File: src/rtl/pp_chunk_pkg.sv
package pp_chunk_pkg;

  localparam int ECC_STAT_W   = 16;
  localparam int ECC_FAIL_BIT = 2;
  localparam int ECC_CNT_LSB  = 3;
  localparam int ECC_CNT_W    = 7;
  localparam int RES_W        = 8;
  localparam int DATA_W       = 8;

  typedef enum logic [1:0] {
    ST_IDLE,
    ST_FILL,
    ST_WAIT,
    ST_DONE
  } engState_t;

  // strobes from control to datapath
  typedef struct packed {
    logic init;
    logic take;
    logic capture;
    logic advance;
    logic tmrRun;
    logic abort;
  } engStrobe_t;

  // conditions reported back by the datapath
  typedef struct packed {
    logic zeroSteps;
    logic lastByte;
    logic lastChunk;
    logic tmrExpired;
    logic curHeld;
  } engStatus_t;

endpackage

File: src/rtl/pp_chunk_ctrl.sv
module pp_chunk_ctrl
  import pp_chunk_pkg::*;
(
  input  logic       clk,
  input  logic       rstN,
  input  logic       startPulse,
  input  logic       flashValid,
  input  logic       eccValid,
  input  engStatus_t stat,
  output engStrobe_t strb,
  output logic       flashReady,
  output logic       donePulse
);

  engState_t stateQ, stateD;

  always_ff @(posedge clk or negedge rstN) begin
    if (!rstN) stateQ <= ST_IDLE;
    else       stateQ <= stateD;
  end

  always_comb begin
    strb   = '0;
    stateD = stateQ;
    unique case (stateQ)
      ST_IDLE: begin
        if (startPulse) begin
          strb.init = 1'b1;
          stateD    = stat.zeroSteps ? ST_DONE : ST_FILL;
        end
      end
      ST_FILL: begin
        strb.take = flashValid && !stat.curHeld;
        if (strb.take && stat.lastByte) stateD = ST_WAIT;
      end
      ST_WAIT: begin
        if (eccValid) begin
          // status wins over expiry on the final allowed cycle
          strb.capture = 1'b1;
          if (stat.lastChunk) begin
            stateD = ST_DONE;
          end else begin
            strb.advance = 1'b1;
            stateD       = ST_FILL;
          end
        end else if (stat.tmrExpired) begin
          strb.abort = 1'b1;
          stateD     = ST_DONE;
        end else begin
          strb.tmrRun = 1'b1;
        end
      end
      ST_DONE: stateD = ST_IDLE;
      default: stateD = ST_IDLE;
    endcase
  end

  assign flashReady = (stateQ == ST_FILL) && !stat.curHeld;
  assign donePulse  = (stateQ == ST_DONE);

endmodule

File: src/rtl/pp_chunk_dpath.sv
module pp_chunk_dpath
  import pp_chunk_pkg::*;
#(
  parameter int CHUNK_BYTES    = 1024,
  parameter int MAX_PAGE_BYTES = 16384,
  parameter int TIMEOUT_CYCLES = 20000,
  localparam int CH_LOG = $clog2(CHUNK_BYTES),
  localparam int PAGE_W = $clog2(MAX_PAGE_BYTES) + 1,
  localparam int STEP_W = PAGE_W - CH_LOG
) (
  input  logic                  clk,
  input  logic                  rstN,
  input  engStrobe_t            strb,
  input  logic [PAGE_W-1:0]     pageBytes,
  input  logic [DATA_W-1:0]     flashData,
  input  logic [ECC_STAT_W-1:0] eccStatus,
  input  logic [1:0]            releaseBuf,
  output engStatus_t            stat,
  output logic                  bufWe,
  output logic                  bufSel,
  output logic [CH_LOG-1:0]     bufAddr,
  output logic [DATA_W-1:0]     bufData,
  output logic                  chunkReady,
  output logic                  chunkBuf,
  output logic [STEP_W-1:0]     chunkIdx,
  output logic [RES_W-1:0]      maxFlips,
  output logic                  pageFail,
  output logic                  pageTimeout
);

  localparam int TMR_W = $clog2(TIMEOUT_CYCLES + 1);

  logic [STEP_W-1:0]    stepsQ, chunkQ, rdyIdxQ;
  logic [CH_LOG-1:0]    byteQ;
  logic [TMR_W-1:0]     tmrQ;
  logic [ECC_CNT_W-1:0] maxQ;
  logic                 failQ, toQ, rdyQ, rdyBufQ;
  logic [1:0]           heldQ;

  logic [STEP_W-1:0]    pageSteps;
  logic [ECC_CNT_W-1:0] eccCnt;
  logic                 eccFail;
  logic                 unusedBits;

  assign pageSteps  = pageBytes[PAGE_W-1:CH_LOG];
  assign eccCnt     = eccStatus[ECC_CNT_LSB +: ECC_CNT_W];
  assign eccFail    = eccStatus[ECC_FAIL_BIT];
  assign unusedBits = ^{pageBytes[CH_LOG-1:0],
                        eccStatus[ECC_STAT_W-1:ECC_CNT_LSB+ECC_CNT_W],
                        eccStatus[ECC_FAIL_BIT-1:0]};

  always_ff @(posedge clk or negedge rstN) begin
    if (!rstN) begin
      stepsQ  <= '0;
      chunkQ  <= '0;
      byteQ   <= '0;
      tmrQ    <= '0;
      maxQ    <= '0;
      failQ   <= 1'b0;
      toQ     <= 1'b0;
      rdyQ    <= 1'b0;
      rdyBufQ <= 1'b0;
      rdyIdxQ <= '0;
    end else begin
      rdyQ <= strb.capture;
      tmrQ <= strb.tmrRun ? tmrQ + 1'b1 : '0;
      if (strb.init) begin
        stepsQ <= pageSteps;
        chunkQ <= '0;
        byteQ  <= '0;
        maxQ   <= '0;
        failQ  <= 1'b0;
        toQ    <= 1'b0;
      end
      if (strb.take) byteQ <= byteQ + 1'b1;
      if (strb.capture) begin
        rdyBufQ <= chunkQ[0];
        rdyIdxQ <= chunkQ;
        if (eccFail)            failQ <= 1'b1;
        else if (eccCnt > maxQ) maxQ  <= eccCnt;
      end
      if (strb.advance) chunkQ <= chunkQ + 1'b1;
      if (strb.abort)   toQ    <= 1'b1;
    end
  end

  // ownership flag per ping-pong buffer
  for (genvar g = 0; g < 2; g++) begin : g_hold
    always_ff @(posedge clk or negedge rstN) begin
      if (!rstN)                                     heldQ[g] <= 1'b0;
      else if (strb.capture && (chunkQ[0] == 1'(g))) heldQ[g] <= 1'b1;
      else if (releaseBuf[g])                        heldQ[g] <= 1'b0;
    end
  end

  assign stat.zeroSteps  = (pageSteps == '0);
  assign stat.lastByte   = (byteQ == '1);
  assign stat.lastChunk  = (chunkQ == stepsQ - 1'b1);
  assign stat.tmrExpired = (tmrQ == TMR_W'(TIMEOUT_CYCLES - 1));
  assign stat.curHeld    = heldQ[chunkQ[0]];

  assign bufWe       = strb.take;
  assign bufSel      = chunkQ[0];
  assign bufAddr     = byteQ;
  assign bufData     = flashData;
  assign chunkReady  = rdyQ;
  assign chunkBuf    = rdyBufQ;
  assign chunkIdx    = rdyIdxQ;
  assign maxFlips    = failQ ? '1 : RES_W'(maxQ);
  assign pageFail    = failQ;
  assign pageTimeout = toQ;

endmodule

File: src/rtl/pp_chunk_engine.sv
module pp_chunk_engine
  import pp_chunk_pkg::*;
#(
  parameter int CHUNK_BYTES    = 1024,
  parameter int MAX_PAGE_BYTES = 16384,
  parameter int TIMEOUT_CYCLES = 20000,
  localparam int CH_LOG = $clog2(CHUNK_BYTES),
  localparam int PAGE_W = $clog2(MAX_PAGE_BYTES) + 1,
  localparam int STEP_W = PAGE_W - CH_LOG
) (
  input  logic                  clk,
  input  logic                  rstN,
  input  logic                  startPulse,
  input  logic [PAGE_W-1:0]     pageBytes,
  input  logic [DATA_W-1:0]     flashData,
  input  logic                  flashValid,
  output logic                  flashReady,
  input  logic                  eccValid,
  input  logic [ECC_STAT_W-1:0] eccStatus,
  output logic                  bufWe,
  output logic                  bufSel,
  output logic [CH_LOG-1:0]     bufAddr,
  output logic [DATA_W-1:0]     bufData,
  output logic                  chunkReady,
  output logic                  chunkBuf,
  output logic [STEP_W-1:0]     chunkIdx,
  input  logic [1:0]            releaseBuf,
  output logic                  donePulse,
  output logic [RES_W-1:0]      maxFlips,
  output logic                  pageFail,
  output logic                  pageTimeout
);

  engStrobe_t strb;
  engStatus_t stat;

  pp_chunk_ctrl u_ctrl (
    .clk        (clk),
    .rstN       (rstN),
    .startPulse (startPulse),
    .flashValid (flashValid),
    .eccValid   (eccValid),
    .stat       (stat),
    .strb       (strb),
    .flashReady (flashReady),
    .donePulse  (donePulse)
  );

  pp_chunk_dpath #(
    .CHUNK_BYTES    (CHUNK_BYTES),
    .MAX_PAGE_BYTES (MAX_PAGE_BYTES),
    .TIMEOUT_CYCLES (TIMEOUT_CYCLES)
  ) u_dpath (
    .clk         (clk),
    .rstN        (rstN),
    .strb        (strb),
    .pageBytes   (pageBytes),
    .flashData   (flashData),
    .eccStatus   (eccStatus),
    .releaseBuf  (releaseBuf),
    .stat        (stat),
    .bufWe       (bufWe),
    .bufSel      (bufSel),
    .bufAddr     (bufAddr),
    .bufData     (bufData),
    .chunkReady  (chunkReady),
    .chunkBuf    (chunkBuf),
    .chunkIdx    (chunkIdx),
    .maxFlips    (maxFlips),
    .pageFail    (pageFail),
    .pageTimeout (pageTimeout)
  );

endmodule

File: config.mk
export PLATFORM = sky130hd
export DESIGN_NAME = pp_chunk_engine
export DESIGN_NICKNAME = d
export VERILOG_FILES = /design/src/rtl/pp_chunk_pkg.sv /design/src/rtl/pp_chunk_ctrl.sv /design/src/rtl/pp_chunk_dpath.sv /design/src/rtl/pp_chunk_engine.sv
export SDC_FILE = /design/constraint.sdc
export NUM_CORES = 1
export LEC_CHECK = 0
export ABC_AREA = 1
export BUFFER_PORTS_ARGS = -buffer_cell sky130_fd_sc_hd__buf_2
export CAP_MARGIN = 10
export CORE_MARGIN = 8
export CORE_UTILIZATION = 29
export DETAILED_ROUTE_END_ITERATION = 8
export PLACE_DENSITY_LB_ADDON = 0.05
export SKIP_LAST_GASP = 1
export SLEW_MARGIN = 0
export SYNTH_ARGS = -nofsm -noshare
export SYNTH_HDL_FRONTEND = slang
export SYNTH_SLANG_ARGS = --single-unit
File: constraint.sdc
create_clock -name clk -period 2.2 [get_ports clk]
set_input_delay 0.11 -clock clk [delete_from_list [all_inputs] [get_ports clk]]
set_output_delay 0.11 -clock clk [all_outputs]
set_load 0.01 [all_outputs]
== Word level (Yosys, flattened, before mapping) ==
Index checks and enable logic that the tools add are counted.
Storage, ports and cells
  register bits after elaboration: 55
  input bits: 46
  output and inout bits: 39
  logic and storage cells: 80
Cells by class
  add/sub/neg operators: 4
  magnitude comparators: 2
  equality and inequality tests: 9
  mux-type cells: 37
  bitwise operators: 1
  reductions and logical operators: 14
Operators by type and width (number)
  $mux 7: 4
  $mux 10: 2
  $mux 1: 17
  $mux 2: 8
  $add 15x1->15 const B: 1
  $eq 15x15->1 const B: 1
  $mux 15: 1
  $add 10x1->10 const B: 1
  $eq 10x10->1 const B: 1
  $mux 5: 2
  $reduce_bool 2->1: 5
  $mux 8: 1
  $pmux 2 s4: 1
  $gt 7x7->1: 1
  $add 5x1->5 const B: 1
  $eq 5x5->1: 1
  $logic_and 1x1->1: 5
  $logic_not 5->1: 1
  $sub 5x1->5 const B: 1
  $eq 2x2->1 const B: 2
  $mux 4: 1
  $ne 3x3->1 const B: 1
  $reduce_and 3->1: 1
  $eq 2x1->1 const B: 1
  other kinds (6): 6

== Longest topological paths before layout ==
Gate-level depths: netlist of the first run.
  depth in word-level cells: 7
  mapped depth: 12
  depth with buffers taken out: 12

== Modules after synthesis ==
A second synthesis of the first run with hierarchy kept.
Unflattened totals
  cell total of the unflattened synthesis: 413
  area total of the unflattened synthesis: 3111.7 µm²
Modules (own cells, without submodules)
  pp_chunk_dpath: instances 1, cells each 375, area each 2907.8 µm², sequential area each 1301.2 µm²
  pp_chunk_ctrl: instances 1, cells each 38, area each 203.9 µm², sequential area each 50.0 µm²

== Least setup slack after synthesis of the first run ==
No wires, ideal clock.
  path type: register -> register
  start: reg u_dpath.maxQ[6]
  end: reg u_dpath.maxQ[0]
  setup time: 118 ps
  data arrival time: 1395 ps
  required time: 2082 ps
  path slack: 686 ps
  stages on the path, launching flop included: 8
  buffers on the path: 0
  clock period less this slack: 1514 ps
  cells stage by stage: dfrtp_1 > inv_1 > ha_1 > nand2_1 > o211ai_1 > nand2_4 > nand2_1 > nand2_1
On the way
  word-level cells in the longest chain between the ends: 4
Ends and longest elaborated chain
  start: declaration: RTL line pp_chunk_dpath.sv:36  | logic [ECC_CNT_W-1:0] maxQ;
  start signal: assignment: RTL line pp_chunk_dpath.sv:80  | else if (eccCnt > maxQ) maxQ <= eccCnt;
  $gt 7x7->1: RTL line pp_chunk_dpath.sv:80
  $mux 7: RTL line pp_chunk_dpath.sv:80
  $mux 7: RTL line pp_chunk_dpath.sv:79  | if (eccFail) failQ <= 1'b1;
  $mux 7: RTL line pp_chunk_dpath.sv:76  | if (strb.capture) begin
Every way passes these cells.
A chain may end at the register's enable or synchronous reset.

== Worst setup path in the final report of the first run ==
  start: reg u_dpath.tmrQ[0]
  end: reg u_ctrl.stateQ[1]
On the way
  word-level cells in the longest chain between the ends: 3
Ends and longest elaborated chain
  start: declaration: RTL line pp_chunk_dpath.sv:35  | logic [TMR_W-1:0] tmrQ;
  start signal: assignment: RTL line pp_chunk_dpath.sv:66  | tmrQ <= strb.tmrRun ? tmrQ + 1'b1 : '0;
  $eq 15x15->1: RTL line pp_chunk_dpath.sv:99  | assign stat.tmrExpired = (tmrQ == TMR_W'(TIMEOUT_CYCLES - 1));
  $ne 3x3->1 (no line)
  $reduce_and 3->1 (no line)
  end signal: assignment: RTL line pp_chunk_ctrl.sv:19  | else stateQ <= stateD;
  end: declaration: RTL line pp_chunk_ctrl.sv:15  | engState_t stateQ, stateD;
Every way passes these cells.

==> results of run 1 <==
worst register-to-register path, stage by stage, from the launching register on:
cell and delay [ns]:
dfrtp_1 0.44, ha_1 0.27, nand3_1 0.14, nor2_1 0.16
nand2_1 0.10, nand2_2 0.21, nand2_1 0.08, nor2_1 0.13
nand2_1 0.07, nand2_1 0.05
repair_timing:
action | 4_1_cts | 5_1_grt
hold endpoints to repair | 58 | 0
resized for setup | 0 | 0
hold buffers | 5 | 0
buffers inserted | 0 | 0
endpoints found under the setup margin | 0 | 0
how the worst max path moves through the flow:
stage          slack (ns)              start                 to  cells past startpoint
3_3_place_gp         0.47    u_dpath.tmrQ[0]    u_dpath.tmrQ[8]                      7
2_1_floorplan        0.69    u_dpath.maxQ[6]    u_dpath.maxQ[0]                      7
6_report             0.51    u_dpath.tmrQ[0]   u_ctrl.stateQ[1]                      9
3_5_place_dp         0.49    u_dpath.tmrQ[0]   u_dpath.tmrQ[14]                      7
4_1_cts              0.48    u_dpath.tmrQ[0]    u_dpath.tmrQ[8]                      7
5_1_grt              0.30  u_dpath.stepsQ[0]  u_dpath.chunkQ[3]                     12
registers in the layout (all words and copies together) (netlist names):
signal               flops
u_dpath.chunkReady       1
u_dpath.heldQ            2
u_dpath.chunkIdx         5
u_ctrl.stateQ            2
u_dpath.pageFail         1
u_dpath.maxQ             7
u_dpath.pageTimeout      1
u_dpath.stepsQ           5
u_dpath.tmrQ            15
u_dpath.bufAddr         10
u_dpath.chunkQ           5
per-stage QoR:
stage               hold WS [ns]    util
floorplan                -0.1856       -
global placement          0.1570  0.3270
detailed placement        0.1602  0.3270
CTS                      0.01133  0.3419
global route             0.02727  0.3419
finish                   0.03440  0.3419
routing by layer:
| layer | global-route usage | part of all wire |
|---|---|---|
| met1 | 0.1602 | 0.50 |
| met2 | 0.1673 | 0.43 |
| met3 | 0.03100 | 0.051 |
| met4 | 0.03513 | 0.010 |
| met5 | 0 | 0 |
power by group:
part           internal, mW  switching (mW)
sequential             1.17           0.161
clock                 0.336           0.351
combinational         0.503           0.900
total                  2.00            1.41
logic make-up after synthesis:
group | after synthesis | share of synthesized area
XOR/XNOR | 8 | 0.02231
AO/OA/AOI/OAI | 40 | 0.07052
AND/OR/NAND/NOR | 231 | 0.3355
flip-flops | 54 | 0.4303
adder cells (fa/ha/maj) | 11 | 0.04382
buffers and inverters | 65 | 0.09761
synth_stat cells (all sizes together), types with 2 or more instances:
master / number / share of area
o21ai: 21 / 0.035
o21a: 3 / 0.0072
nor2: 49 / 0.063
ha: 11 / 0.044
nand4: 10 / 0.020
dfrtp: 54 / 0.43
inv: 49 / 0.061
nor4: 2 / 0.0040
buf: 14 / 0.031
nor3: 15 / 0.029
clkinv: 2 / 0.0056
xor2: 8 / 0.022
or2: 2 / 0.0040
nand3: 33 / 0.057
nand2: 119 / 0.16
a21oi: 10 / 0.016
o22ai: 3 / 0.0060
final cells by class:
class | instances | area (µm²)
clock buffers | 5 | 68.82
clock inverters | 3 | 40.04
fillers | 1169 | 7041
inverters | 51 | 209.0
multi-input cells | 290 | 1483
flip-flops and latches | 54 | 1351
well taps | 140 | 175.2
repair buffers | 59 | 330.3
==> summary.txt, run 1 <==
Finish
  • Commonest non-fill, non-tap cells in the layout: nand2_1, dfrtp_1, buf_2, nor2_1, inv_1
  • Share of cells above drive strength 1: 0.2013
  • Non-Filler Instances: around 600
  • N_diodes: 0
  • Cell area after layout: between 0.003 and 0.004 mm²
  • Nets: around 520
  • Commonest non-fill, non-tap cell in the layout: nand2_1
  • Synthesis-to-layout area growth: 16.45%

Placement
  • RePlAce Congestion: 0.7760
  • DP Worst Slack: between 0.4 and 0.5 ns
  • DP Area: between 0.003 and 0.004 mm²
  • Port bufs: 50
  • HPWL after DPL: approximately 6000 µm
  • Placed cells: about 590

Timing
  • Post-route minimum period: around 1.7 ns
  • Rel. slew slack: 0.7313
  • Final setup violation count: 0
  • Fin. max-slew vios: 0
  • Final Skew: slightly below 0.008 ns
  • Final Cycle Share: 0.7699
  • Final worst setup slack: 0.5061 ns
  • Fmax: between 0.5 and 0.6 GHz
  • Final Hold Vio Count: 0
  • Unrepaired setup endpoints after global routing: no
  • Actual slew at the worst max-slew pin: 0.4000 ns
  • Setup_tns: 0 ns

Floorplan
  • Initial Util: 0.2936
  • Die span in x: approximately 120 µm
  • # rows: 38
  • Chip height: 120.1 µm
  • Placeable Area: 0.01070 mm²
  • I/O pin count: between 80 and 90
  • Die area: approximately 0.014 mm²

Hold path
  • Hold path depth: 3
  • Hold path endpoint: u_dpath.stepsQ[4]
  • Hold Startpoint: pageBytes[14]
  • Min-Delay Path Class: input port to flip-flop

Drt
  • WL/cell: 13.02 µm
  • Post-DRT Antenna Nets: 0
  • Drt pass-1 iters: 4
  • WL final: around 8000 µm
  • DRC: 0
  • Via/cell ratio: 4.442
  • Via count: 2674
  • First DRT Iteration DRCs: around 170

Setup path
  • Worst path required time: about 2.5 ns
  • CP Cell Sequence: ha_1 -> nand3_1 -> nor2_1 -> nand2_1 -> nand2_2 -> nand2_1 -> nor2_1 -> nand2_1 -> nand2_1
  • CP max stage delay: 0.44 ns
  • RR Endpoint: u_ctrl.stateQ[1]
  • R2r worst-path depth: 9
  • Family with the most delay on the worst path: simple AND/OR/NAND/NOR gates
  • CP Capture Type: flip-flop
  • Worst Path Max Fanout: 11
  • Critical Path Source Type: flip-flop
  • Most Frequent Cell on Critical Path: nand2_1
  • Critical path class: flip-flop to flip-flop
  • Worst path slowest cell: dfrtp_1
  • Worst R2R Setup Slack: ~0.5 ns
  • Crit path buf inv count: 0
  • R2r startpoint: u_dpath.tmrQ[0]
  • Worst endpoint data arrival time: between 1.5 and 2 ns

Pwr
  • Worst vdd ir: between 0.3 and 0.4 mV
  • Leak: between 1.5 and 2 nW
  • PD cells: 934.2 mW/mm²
  • Power Total: between 3 and 4 mW

Synth
  • Syn Area/Cell: 7.679 µm²
  • Number of synthesized flops with an enable pin: 0
  • Mapped Cells: 409
  • Mapped cell area: between 0.003 and 0.004 mm²
  • Async SR Flop Fraction: 1.000
  • Netlist cell types: 32
  • Syn_nets: 466
  • Seq cells post-synth: 54
  • Yosys warning count: 0
  • Most used DFF post-synth: dfrtp_1
  • Sequential fraction of the synthesis area: 0.4303

GRT
  • GRT Resource Usage Total: 0.1145
  • First-pass GRT wire length: ~13000 µm
  • Grt ovf: 0
  • Initial antenna violation count: 0
  • Pin count of the biggest net entering global routing: 29
  • Vias in the first global route: about 2.6k

Outcome
  • Status: finished clean

Clock tree
  • TritonCTS clock tree: yes
  • CTS Buffer Depth: 2
  • Root buf cell: clkbuf_8
  • Htree depth: 2
  • Clock slew at reported path FFs: 0.10 ns
  • Clk sink count: 54
  • Worst-Skew Late Latency: between 0.3 and 0.4 ns
  • TritonCTS Buffers: 5

Job
  • Max cap viols: 0
Power figures use the tool's default switching activity.
==> run 2: changes to the inputs <==
clock period = 1.4 ns   (was 2.2 ns; I/O delays follow)
==> summary.txt, run 2 (same netlist as run 1, synthesis figures left out) <==
Floorplan
  • Die span in x: roughly 120 µm
  • I/O pin count: 85
  • Placeable Area: ~0.011 mm²
  • Chip height: ~120 µm
  • Initial Util: 0.2936
  • Die area: 0.01442 mm²
  • # rows: 38

Setup path
  • Worst R2R Setup Slack: -0.14 ns
  • Critical path class: flip-flop to flip-flop
  • R2r startpoint: u_dpath.maxQ[2]
  • Setup crit start: u_dpath.maxQ[2]
  • RR Endpoint: u_dpath.maxQ[2]
  • Worst Path Max Fanout: 6
  • R2r worst-path depth: 10
  • Critical Path Source Type: flip-flop
  • Worst path required time: 1.61 ns
  • CP endpoint: u_dpath.maxQ[2]
  • CP Capture Type: flip-flop
  • Worst endpoint data arrival time: around 1.8 ns

Finish
  • Synthesis-to-layout area growth: 42.39%
  • Filler cell count: 1120
  • N_diodes: 0
  • Util after Layout: 0.4180
  • Nets: 566
  • Commonest non-fill, non-tap cells in the layout: nand2_1, buf_2, dfrtp_1, nor2_1, buf_4
  • Cell area after layout: 0.004472 mm²
  • Share of cells above drive strength 1: 0.3980
  • Largest register FFs: 15
  • Reg with most FFs: u_dpath.tmrQ
  • Commonest non-fill, non-tap cell in the layout: nand2_1
  • Non-Filler Instances: 650

Clock tree
  • Clk sink count: between 50 and 60
  • CTS Buffer Depth: 2
  • Clock slew at reported path FFs: roughly 0.10 ns
  • Worst-Skew Late Latency: 0.31 ns
  • TritonCTS Buffers: 5
  • TritonCTS clock tree: yes
  • Htree depth: 2
  • Root buf cell: clkbuf_8

Timing
  • Final setup violation count: 14
  • Final worst setup slack: -0.1364 ns
  • Hold Slack: around 0.028 ns
  • Final Hold Vio Count: 0
  • Post-route minimum period: roughly 1.5 ns
  • Fmax: roughly 0.65 GHz
  • Fin. max-slew vios: 0
  • Rel. slew slack: 0.7663
  • Setup_tns: -1.296 ns
  • Actual slew at the worst max-slew pin: approximately 0.35 ns
  • Final Skew: 0.008385 ns
  • Unrepaired setup endpoints after global routing: yes
  • Final Cycle Share: 1.097

GRT
  • GRT Resource Usage Total: 0.1217
  • Initial antenna violation count: 0
  • Vias in the first global route: between 2k and 3k
  • First-pass GRT wire length: about 14000 µm
  • Grt ovf: 0
  • Pin count of the biggest net entering global routing: 55

Pwr
  • Leak: 2.163 nW
  • Power Total: about 6.6 mW
  • PD cells: ~1500 mW/mm²
  • Worst vdd ir: 0.5506 mV

Job
  • Max cap viols: 0

Placement
  • DP Area: 0.003785 mm²
  • HPWL after DPL: a little over 6000 µm
  • DP Worst Slack: -0.1599 ns
  • Port bufs: 50
  • RePlAce Congestion: ~0.76
  • Placed cells: around 620

Drt
  • Via/cell ratio: 4.520
  • Post-DRT Antenna Nets: 0
  • DRC: 0
  • Drt pass-1 iters: 4
  • WL final: around 8700 µm
  • Via count: 2938
  • WL/cell: roughly 13 µm
  • First DRT Iteration DRCs: 138

Hold path
  • Hold Startpoint: eccStatus[4]
  • Min-Delay Path Class: input port to flip-flop

Outcome
  • Failing checks: negative setup slack
  • Status: complete, but fails checks
==> run 2: worst min path at each step <==
stage / to / slack (ns) / cells after the start
2_1_floorplan: u_ctrl.stateQ[0] / -0.23 / 0
3_3_place_gp: u_dpath.bufAddr[2] / 0.10 / 2
3_5_place_dp: u_dpath.bufAddr[1] / 0.10 / 2
4_1_cts: u_dpath.maxQ[6] / 0.02 / 3
5_1_grt: u_dpath.maxQ[1] / 0.02 / 3
6_report: u_dpath.maxQ[1] / 0.03 / 3
==> run 2: critical path, cell delays in order, from the launching register on <==
cell	delay [ns]
dfrtp_1	0.39
inv_2	0.08
ha_4	0.21
a21oi_2	0.12
o21ai_1	0.07
nand2_1	0.06
o211ai_1	0.08
buf_4	0.19
buf_12	0.13
nand3_1	0.06
nand2_1	0.05
==> run 2: timing repair <==
| item | 4_1_cts | 5_1_grt |
|---|---|---|
| endpoints found under the setup margin | 19 | 40 |
| hold buffers | 9 | 0 |
| gates cloned | 0 | 1 |
| buffers inserted | 5 | 9 |
| gates resized for setup | 36 | 56 |
| endpoints found under the hold margin | 62 | 0 |
| pin swaps | 22 | 23 |
==> run 2: cell type report <==
class,instances,area [µm²],area share
clock buffers,5,68.82,0.01539
clock inverters,3,40.04,0.008954
inverters,51,224.0,0.05008
multi-input cells,290,1793,0.4010
flip-flops and latches,54,1359,0.3039
well taps,140,175.2,0.03917
repair buffers,107,812.0,0.1816
==> run 2: where the power goes <==
group	total [mW]	leakage [nW]	switching (mW)	internal, mW
logic	3.53	1.38	1.90	1.62
registers	2.04	0.725	0.207	1.83
clock network	1.07	0.0579	0.537	0.528
==> run 2: per-layer routing <==
metal,track usage,wire [µm],vias up
met5,0,0,-
met4,0.03201,91,0
met3,0.02912,504,8
met2,0.1987,3982,65
met1,0.1577,4106,1357
li1,-,-,1508
==> run 3: changes to the inputs <==
clock period = 1.7 ns   (was 1.4 ns; I/O delays follow)
==> summary.txt, run 3 (same netlist as run 1, synthesis figures left out) <==
Outcome
  • Status: finished clean

GRT
  • Vias in the first global route: 2763
  • Top Usage Layer GRT: met2
  • Met1 Use GR: 0.1519
  • Pin count of the biggest net entering global routing: 55
  • GRT Resource Usage Total: 0.1160
  • Met2 Track Usage GR: 0.1820
  • Grt ovf: 0
  • Met3 Usage GRT: 0.03241
  • Initial antenna violation count: 0
  • First-pass GRT wire length: about 14000 µm

Setup path
  • R2r startpoint: u_dpath.maxQ[2]
  • Worst Path Max Fanout: 8
  • Critical path class: input port to flip-flop
  • Worst R2R Setup Slack: ~0.12 ns
  • Most Frequent Cell on Critical Path: nand2_1
  • RR Endpoint: u_dpath.maxQ[2]
  • CP Cell Sequence: dlygate4sd3_1 -> buf_2 -> ha_4 -> nand2_2 -> nor2_4 -> buf_4 -> nand4_1 -> nand3_4 -> inv_8 -> nand2_8 -> nand2_1 -> nand2_1
  • Critical Path Source Type: input port
  • CP max stage delay: ~0.54 ns
  • Worst path required time: about 2 ns
  • Worst endpoint data arrival time: ~1.9 ns
  • Setup crit start: eccStatus[7]
  • R2r worst-path depth: 10
  • CP Capture Type: flip-flop
  • Worst path slowest cell: dlygate4sd3_1

Finish
  • Reg with most FFs: u_dpath.tmrQ
  • Largest register FFs: 15
  • Nets: approximately 530
  • Commonest non-fill, non-tap cells in the layout: nand2_1, dfrtp_1, buf_2, nor2_1, inv_1
  • Synthesis-to-layout area growth: 22.35%
  • Filler cell count: between 1k and 1.5k
  • Share of cells above drive strength 1: 0.2432
  • Commonest non-fill, non-tap cell in the layout: nand2_1
  • N_diodes: 0

Hold path
  • Hold path depth: 3
  • Min-Delay Path Class: input port to flip-flop
  • Hold path endpoint: u_dpath.maxQ[0]
  • Hold Startpoint: eccStatus[3]

Drt
  • WL/cell: 13.04 µm
  • Drt pass-1 iters: 4
  • Post-DRT Antenna Nets: 0
  • Via count: between 2k and 3k
  • First DRT Iteration DRCs: approximately 130
  • Via/cell ratio: 4.363
  • WL final: approximately 8000 µm
  • DRC: 0

Pwr
  • Worst vdd ir: around 0.4 mV
  • PD cells: around 1200 mW/mm²
  • Power Total: around 4.6 mW
  • Leak: 1.889 nW

Timing
  • Fin. max-slew vios: 0
  • Final Hold Vio Count: 0
  • Post-route minimum period: roughly 1.6 ns
  • Setup_tns: 0 ns
  • Hold Slack: 0.02068 ns
  • Final setup violation count: 0
  • Unrepaired setup endpoints after global routing: yes
  • Final Skew: about 0.013 ns
  • Rel. slew slack: 0.7572
  • Actual slew at the worst max-slew pin: 0.3637 ns
  • Fmax: between 0.6 and 0.7 GHz
  • Final Cycle Share: 0.9368

Floorplan
  • Initial Util: 0.2936
  • Die area: approximately 0.014 mm²
  • Chip height: ~120 µm
  • Placeable Area: 0.01070 mm²
  • I/O pin count: 85
  • # rows: 38
  • Die span in x: ~120 µm

Clock tree
  • CTS Buffer Depth: 2
  • Root buf cell: clkbuf_8
  • Worst-Skew Late Latency: 0.33 ns
  • Htree depth: 2
  • TritonCTS Buffers: 5
  • TritonCTS clock tree: yes
  • Clk sink count: 54
  • Clock slew at reported path FFs: ~0.1 ns

Placement
  • Port bufs: 50
  • RePlAce Congestion: about 0.8
  • HPWL after DPL: 5999 µm

Job
  • Max cap viols: 0
[run 3: cell type report]
type	count	area, µm²	area share
repair buffers	74	465.4	0.1211
clock buffers	5	68.82	0.01791
clock inverters	3	25.02	0.006513
well taps	140	175.2	0.04559
flip-flops and latches	54	1354	0.3523
multi-input cells	290	1543	0.4015
inverters	51	211.5	0.05503
[run 3: worst max-delay path: cells and delay by family]
| kind | cells | cell delay (ns) |
|---|---|---|
| buf+inv | 4 | 0.85 |
| fa+ha+maj | 1 | 0.26 |
| simple gates | 7 | 0.65 |
[run 3: how the worst max path moves through the flow]
stage	endpoint	slack (ns)	cells past startpoint
finish	u_dpath.maxQ[6]	0.11	12
global route	u_dpath.maxQ[2]	-0.02	10
CTS	bufWe	0.03	6
detailed placement	u_dpath.maxQ[0]	0.06	11
global placement	u_dpath.maxQ[5]	0.1	11
floorplan	u_dpath.maxQ[0]	0.19	7
[run 3: stage by stage]
stage	cell area, µm²	utilization	setup WS, ns	instances
after floorplan	3141	-	0.1865	409
after global placement	3586	0.3352	0.09909	599
after detailed placement	3586	0.3352	0.06311	599
after CTS	3770	0.3524	0.02643	616
after global routing	3842	0.3592	-0.02294	617
final	3842	0.3592	0.1074	617
[run 3: routing by layer]
layer,share of wire,routed length (µm)
met1,0.50,4025
met2,0.43,3491
met3,0.054,432
met4,0.012,94
met5,0,0
[run 3: repair_timing]
item / in CTS / in global routing
gates resized for setup: 0 / 19
setup buffers: 0 / 1
hold endpoints to repair: 62 / 0
hold buffers: 9 / 0
setup endpoints to repair: 0 / 17
[run 3: power by group]
group          switching, mW  internal, mW
Combinational           1.27         0.804
Clock                  0.490         0.299
Sequential             0.190          1.51
